### config.mk
export PLATFORM = sky130hd
export DESIGN_NAME = gpio_irq_ctrl
export DESIGN_NICKNAME = d
export VERILOG_FILES = /design/src/rtl/gpio_pkg.sv /design/src/rtl/gpio_sync.sv /design/src/rtl/gpio_line_detect.sv /design/src/rtl/gpio_regs.sv /design/src/rtl/gpio_irq_ctrl.sv
export SDC_FILE = /design/constraint.sdc
export NUM_CORES = 1
export LEC_CHECK = 0
export BUFFER_PORTS_ARGS = -buffer_cell sky130_fd_sc_hd__buf_2
export CAP_MARGIN = 20
export CORE_ASPECT_RATIO = 1.25
export CORE_MARGIN = 1.5
export CORE_UTILIZATION = 45
export CTS_CLUSTER_SIZE = 12
export DETAILED_ROUTE_END_ITERATION = 12
export PLACE_DENSITY = 0.75
export SLEW_MARGIN = 20
export SYNTH_ARGS = -nofsm -noshare
export SYNTH_HDL_FRONTEND = slang
export SYNTH_HIERARCHICAL = 1
export SYNTH_SLANG_ARGS = --single-unit
### constraint.sdc
create_clock -name clk -period 1.43 [get_ports clk]
set_input_delay 0.143 -clock clk [delete_from_list [all_inputs] [get_ports clk]]
set_output_delay 0.143 -clock clk [all_outputs]
set_load 0.05 [all_outputs]
### src/rtl/gpio_pkg.sv
package gpio_pkg;

    localparam int MODE_W          = 3;
    localparam int LINES_PER_STYLE = 8;
    localparam int STYLE_W         = MODE_W * LINES_PER_STYLE;

    // word indices of the register file
    localparam int IDX_DOUT   = 0;
    localparam int IDX_DIR    = 1;
    localparam int IDX_PIN    = 2;
    localparam int IDX_STAT   = 3;
    localparam int IDX_STY_LO = 4;
    localparam int IDX_STY_HI = 5;
    localparam int IDX_CKOUT  = 6;
    localparam int IDX_FILT   = 7;

    typedef enum logic [MODE_W-1:0] {
        TRIG_LVL_HI = 3'd0,
        TRIG_LVL_LO = 3'd1,
        TRIG_RISE   = 3'd2,
        TRIG_FALL   = 3'd3,
        TRIG_ANY    = 3'd4
    } trig_mode_e;

endpackage

### src/rtl/gpio_sync.sv
module gpio_sync #(
    parameter int WIDTH  = 16,
    parameter int STAGES = 2
) (
    input  logic             clk,
    input  logic             rst_n,
    input  logic [WIDTH-1:0] d,
    output logic [WIDTH-1:0] q
);

    logic [WIDTH-1:0] stage_q [STAGES];

    always_ff @(posedge clk or negedge rst_n) begin
        if (!rst_n) begin
            for (int k = 0; k < STAGES; k++) begin
                stage_q[k] <= '0;
            end
        end else begin
            stage_q[0] <= d;
            for (int k = 1; k < STAGES; k++) begin
                stage_q[k] <= stage_q[k-1];
            end
        end
    end

    assign q = stage_q[STAGES-1];

endmodule

### src/rtl/gpio_line_detect.sv
module gpio_line_detect
    import gpio_pkg::*;
(
    input  logic              clk,
    input  logic              rst_n,
    input  logic              lvl,
    input  logic [MODE_W-1:0] mode,
    output logic              hit
);

    logic prev_q;
    logic rise;
    logic fall;

    always_ff @(posedge clk or negedge rst_n) begin
        if (!rst_n) begin
            prev_q <= 1'b0;
        end else begin
            prev_q <= lvl;
        end
    end

    assign rise = lvl & ~prev_q;
    assign fall = ~lvl & prev_q;

    always_comb begin
        unique case (mode)
            TRIG_LVL_HI: hit = lvl;
            TRIG_LVL_LO: hit = ~lvl;
            TRIG_RISE:   hit = rise;
            TRIG_FALL:   hit = fall;
            TRIG_ANY:    hit = rise | fall;
            default:     hit = 1'b0;
        endcase
    end

endmodule

### src/rtl/gpio_regs.sv
module gpio_regs
    import gpio_pkg::*;
#(
    parameter int NUM_LINES = 16,
    parameter int IRQ_LINES = 13,
    parameter int DATA_W    = 32,
    parameter int ADDR_W    = 6
) (
    input  logic                 clk,
    input  logic                 rst_n,
    input  logic                 bus_en,
    input  logic                 bus_we,
    input  logic [ADDR_W-1:0]    bus_addr,
    input  logic [DATA_W-1:0]    bus_wdata,
    output logic [DATA_W-1:0]    bus_rdata,
    input  logic [NUM_LINES-1:0] pin_sync,
    input  logic [IRQ_LINES-1:0] hit,
    output logic [NUM_LINES-1:0] dout_q,
    output logic [NUM_LINES-1:0] dir_q,
    output logic [STYLE_W-1:0]   sty_lo_q,
    output logic [STYLE_W-1:0]   sty_hi_q,
    output logic [IRQ_LINES-1:0] status_q
);

    localparam int IDX_W = ADDR_W - 2;

    logic [IDX_W-1:0]     idx;
    logic                 wr_stb;
    logic [IRQ_LINES-1:0] stat_clr;
    logic [DATA_W-1:0]    ckout_q;
    logic [DATA_W-1:0]    filt_q;
    logic [1:0]           unused_addr_lsb;

    assign idx             = bus_addr[ADDR_W-1:2];
    assign unused_addr_lsb = bus_addr[1:0];
    assign wr_stb          = bus_en & bus_we;
    assign stat_clr        = (wr_stb && idx == IDX_W'(IDX_STAT)) ?
                             bus_wdata[IRQ_LINES-1:0] : '0;

    always_ff @(posedge clk or negedge rst_n) begin
        if (!rst_n) begin
            dout_q   <= '0;
            dir_q    <= '1;
            sty_lo_q <= '0;
            sty_hi_q <= '0;
            ckout_q  <= '0;
            filt_q   <= '0;
        end else if (wr_stb) begin
            case (idx)
                IDX_W'(IDX_DOUT):   dout_q   <= bus_wdata[NUM_LINES-1:0];
                IDX_W'(IDX_DIR):    dir_q    <= bus_wdata[NUM_LINES-1:0];
                IDX_W'(IDX_STY_LO): sty_lo_q <= bus_wdata[STYLE_W-1:0];
                IDX_W'(IDX_STY_HI): sty_hi_q <= bus_wdata[STYLE_W-1:0];
                IDX_W'(IDX_CKOUT):  ckout_q  <= bus_wdata;
                IDX_W'(IDX_FILT):   filt_q   <= bus_wdata;
                default: ;
            endcase
        end
    end

    // sticky status: a detection on the clearing edge wins
    always_ff @(posedge clk or negedge rst_n) begin
        if (!rst_n) begin
            status_q <= '0;
        end else begin
            status_q <= (status_q & ~stat_clr) | hit;
        end
    end

    always_comb begin
        bus_rdata = '0;
        if (bus_en && !bus_we) begin
            case (idx)
                IDX_W'(IDX_DOUT):   bus_rdata = DATA_W'(dout_q);
                IDX_W'(IDX_DIR):    bus_rdata = DATA_W'(dir_q);
                IDX_W'(IDX_PIN):    bus_rdata = DATA_W'(pin_sync);
                IDX_W'(IDX_STAT):   bus_rdata = DATA_W'(status_q);
                IDX_W'(IDX_STY_LO): bus_rdata = DATA_W'(sty_lo_q);
                IDX_W'(IDX_STY_HI): bus_rdata = DATA_W'(sty_hi_q);
                IDX_W'(IDX_CKOUT):  bus_rdata = ckout_q;
                IDX_W'(IDX_FILT):   bus_rdata = filt_q;
                default:            bus_rdata = '0;
            endcase
        end
    end

endmodule

### src/rtl/gpio_irq_ctrl.sv
module gpio_irq_ctrl
    import gpio_pkg::*;
#(
    parameter int NUM_LINES   = 16,
    parameter int IRQ_LINES   = 13,
    parameter int DATA_W      = 32,
    parameter int ADDR_W      = 6,
    parameter int SYNC_STAGES = 2
) (
    input  logic                 clk,
    input  logic                 rst_n,
    input  logic                 bus_en,
    input  logic                 bus_we,
    input  logic [ADDR_W-1:0]    bus_addr,
    input  logic [DATA_W-1:0]    bus_wdata,
    output logic [DATA_W-1:0]    bus_rdata,
    input  logic [NUM_LINES-1:0] pad_in,
    output logic [NUM_LINES-1:0] pad_out,
    output logic [NUM_LINES-1:0] pad_drive,
    output logic [IRQ_LINES-1:0] irq_out
);

    localparam int ALL_STYLE_W = 2 * STYLE_W;

    logic [NUM_LINES-1:0]   pin_sync;
    logic [IRQ_LINES-1:0]   hit;
    logic [NUM_LINES-1:0]   dout_q;
    logic [NUM_LINES-1:0]   dir_q;
    logic [STYLE_W-1:0]     sty_lo_q;
    logic [STYLE_W-1:0]     sty_hi_q;
    logic [IRQ_LINES-1:0]   status_q;
    logic [ALL_STYLE_W-1:0] style_all;
    logic                   unused_style_bits;

    gpio_sync #(
        .WIDTH  (NUM_LINES),
        .STAGES (SYNC_STAGES)
    ) u_sync (
        .clk   (clk),
        .rst_n (rst_n),
        .d     (pad_in),
        .q     (pin_sync)
    );

    gpio_regs #(
        .NUM_LINES (NUM_LINES),
        .IRQ_LINES (IRQ_LINES),
        .DATA_W    (DATA_W),
        .ADDR_W    (ADDR_W)
    ) u_regs (
        .clk       (clk),
        .rst_n     (rst_n),
        .bus_en    (bus_en),
        .bus_we    (bus_we),
        .bus_addr  (bus_addr),
        .bus_wdata (bus_wdata),
        .bus_rdata (bus_rdata),
        .pin_sync  (pin_sync),
        .hit       (hit),
        .dout_q    (dout_q),
        .dir_q     (dir_q),
        .sty_lo_q  (sty_lo_q),
        .sty_hi_q  (sty_hi_q),
        .status_q  (status_q)
    );

    // line n's code sits at 3n in the concatenation, for both halves
    assign style_all         = {sty_hi_q, sty_lo_q};
    assign unused_style_bits = ^style_all[ALL_STYLE_W-1:IRQ_LINES*MODE_W];

    for (genvar i = 0; i < IRQ_LINES; i++) begin : g_det
        gpio_line_detect u_det (
            .clk   (clk),
            .rst_n (rst_n),
            .lvl   (pin_sync[i]),
            .mode  (style_all[i*MODE_W +: MODE_W]),
            .hit   (hit[i])
        );
    end

    assign pad_out   = dout_q;
    assign pad_drive = ~dir_q;
    assign irq_out   = status_q;

endmodule

==> key figures <==
Pwr
  – Cell-internal power: 0.0123 W
  – Sw Ratio: 29.6%
  – Clock network power share: 32.0%
  – Pwr per Cell Area: 1210 nW/um^2
  – Worst vdd ir: 1.02 mV
  – Switching power: 0.00517 W
  – Part of the power in combinational logic: 25.2%
  – Sequential share of power: 42.8%
  – Leak Pwr: 6.25 nW
  – Total power: 0.0174 W

Worst setup path
  – Setup crit end kind: primary output
  – Critical path origin: u_regs/dir_q[14]
  – Crit path buffers/inverters: 1
  – CP Capture Point: bus_rdata[14]
  – CP Cell Sequence: mux2i_2 > o32a_1 > a31oi_4 > buf_6
  – Reg-to-Reg Start: u_sync/q[12]
  – Stages on worst setup path: 4
  – Worst path max stage delay: 0.54 ns
  – Crit path DAT: 1.86 ns
  – Slowest CP cell: dfstp_2
  – CP startpoint kind: flip-flop
  – RR Endpoint: u_regs/status_q[12]
  – Worst-path fanout max: 2
  – Setup Crit Path Kind: flip-flop to primary output
  – R2r setup slk: -0.27 ns
  – CP delay by family, top: flip-flops
  – Reg2Reg Depth: 8
  – Worst endpoint required time: 1.29 ns

Global route
  – Global-route wire length before repair: 44,100 um
  – Vias in the first global route: 8,053
  – GR Util met3: 3.66%
  – Total gr overflow: 0
  – Global Route Usage Sum: 25.0%
  – Grt peak-use layer: met2
  – Initial antenna violation count: 2
  – Met1 track demand over resource: 30.6%
  – Largest net degree at the start of global routing: 40
  – Routing usage on met2: 43.0%

STA
  – Fmax achieved: 500 MHz
  – Clk_skew: 0.00544 ns
  – Rel. slew slack: 70.0%
  – Final Critical Period: 2.00 ns
  – Fin crit share: 140%
  – Setup ws final: -0.570 ns
  – Final Hold Fails: 0
  – Final setup viols: 50
  – Worst-Margin Slew: 0.444 ns
  – Final Max Tran Viols: 0
  – Setup repair after global routing missed its margin: true
  – Worst hold slack: 0.132 ns

CTS
  – CTS H-tree lvls: 1
  – CTS Buf Count: 22
  – Clock-pin slew on the worst setup and hold paths: 0.06 ns
  – Clock sink total: 202
  – Clock tree buffer depth: 3
  – CTS tree: done
  – Clk root buf: clkbuf_16
  – Worst skew pair latency: 0.50 ns

Die
  – Die area: 22,500 um^2
  – Rows: 59
  – CORE AREA: 21,000 um^2
  – Initial Util: 46.3%
  – Die Y: 167 um
  – Die W: 134 um
  – Io pins: 135

Yosys
  – Ys async rst share: 100%
  – Syn Nets: 846
  – Syn avg cell area: 12.7 um^2
  – Synthesis Warnings: 6
  – Synth Flop Type: dfrtp_1
  – EDFF count, synth: 0
  – Distinct cells, synth: 40
  – Register bit total from synthesis: 202
  – Post-Syn Instances: 762
  – Post-Syn Area: 9710 um^2
  – Seq/Total Area, Yosys: 52.3%

Layout
  – Commonest non-fill, non-tap cell in the layout: dfrtp_1
  – Proportion of layout cells with a drive suffix above 1: 58.3%
  – Fillers: 1,377
  – Most frequent cells in the layout: 164 x dfrtp_1, 92 x mux2_2, 90 x buf_4
  – Post-Layout Cell Count: 1,342
  – Multi-input logic area: 5120 um^2
  – FF+latch area: 5100 um^2
  – Layout Nets: 1,134
  – Layout area overhead: 47.9%

Place
  – RePlAce Congestion: 0.818
  – Number of cells in the design after placement: 1,206
  – Pre-CTS setup slack: -0.260 ns
  – Post-detail-place hpwl: 17,900 um
  – IO Port Bufs: 132

Run status
  – Status: complete, but fails checks
  – Violated checks: setup timing

Flow run
  – MaxCap Viol Count: 0

Routing
  – # DRC: 0
  – Drt wl/cell: 21.4 um
  – Final wirelength: 28,700 um
  – Drt initial violations: 400
  – Vias: 7,464
  – Detailed Routing Iterations Pass 1: 5
  – DRT antenna net count: 0
  – Drt via density: 5.56

Hold path
  – Worst min-delay path class: input pin to async pin
## stage by stage
stage	util, %	instance area [um^2]	TNS (ns)
6_report	68.5	14400	-10.54
4_1_cts	66.8	14000	-9.58
2_1_floorplan	-	10300	-2.35
3_3_place_gp	56.1	11800	-28.53
3_5_place_dp	56.1	11800	-34.01
5_1_grt	68.5	14400	-12.52
## flip-flops by register name, summed over array words and instances (netlist names)
register,flops
g_det.u_det/prev_q,13
u_regs/ckout_q,32
u_regs/dir_q,16
u_regs/dout_q,16
u_regs/filt_q,32
u_regs/status_q,13
u_regs/sty_hi_q,24
u_regs/sty_lo_q,24
u_sync/q,16
u_sync/stage_q,16
## logic make-up after synthesis
logic type	synth area share, %
flip-flops	52.3
multiplexers	21.6
AO/OA/AOI/OAI	9.48
AND/OR/NAND/NOR	7.09
buffers and inverters	5.01
adder cells (fa/ha/maj)	3.35
XOR/XNOR	1.17
## worst min path at each step
stage	endpoint	slack [ns]
after floorplan	g_det[0].u_det/prev_q	-0.15
after global placement	u_regs/filt_q[29]	0.1
after detailed placement	u_regs/filt_q[29]	0.10
after CTS	u_regs/filt_q[29]	0.13
after global routing	u_regs/ckout_q[29]	0.16
final	u_regs/ckout_q[29]	0.13
## cell usage after synthesis (14+ instances only)
cell type / number / area (um^2)
a22oi_1: 47 / 353
inv_1: 42 / 158
buf_4: 17 / 128
clkbuf_1: 16 / 60.1
nor3_1: 14 / 70.1
buf_2: 17 / 85.1
nor2_1: 19 / 71.3
mux2i_1: 48 / 480
mux2_2: 141 / 1590
nand2_1: 25 / 93.8
dfrtp_1: 186 / 4650
ha_1: 26 / 325
nor3b_1: 14 / 105
dfstp_2: 16 / 420
## repair_timing
action	in CTS	in global routing
hold buffers	49	0
setup endpoints to repair	60	57
endpoints found under the hold margin	345	0
pin swaps	81	46
setup buffers	37	16
resized for setup	215	74
## final cells by class
| cell class | instances | share of cell area [%] |
|---|---|---|
| flip-flops and latches | 202 | 35.5 |
| clock inverters | 4 | 0.314 |
| multi-input cells | 463 | 35.6 |
| well taps | 274 | 2.39 |
| clock buffers | 36 | 4.63 |
| inverters | 42 | 1.17 |
| diodes | 2 | 0.0348 |
| repair buffers | 319 | 20.3 |
## worst reg2reg max path: stages, from the launching register on
cell	delay (ns)
dfrtp_1	0.37
buf_4	0.12
buf_6	0.10
inv_1	0.05
ha_2	0.18
mux2i_2	0.20
nor3b_1	0.08
or3_1	0.32
a21o_1	0.16
## power groups by stage
stage               logic, W  registers [W]  clock network (W)
global placement     0.00339        0.00745                  0
detailed placement   0.00348        0.00749                  0
floorplan            0.00220        0.00760                  0
global route         0.00466        0.00757            0.00587
CTS                  0.00411        0.00740            0.00565
finish               0.00440        0.00746            0.00558
## layer usage
metal | wire, um | up-vias
met5 | 0 | -
met1 | 11100 | 3781
met4 | 1440 | 0
met3 | 1420 | 98
li1 | - | 3319
met2 | 14700 | 266
(Power assumes the default switching activity.)
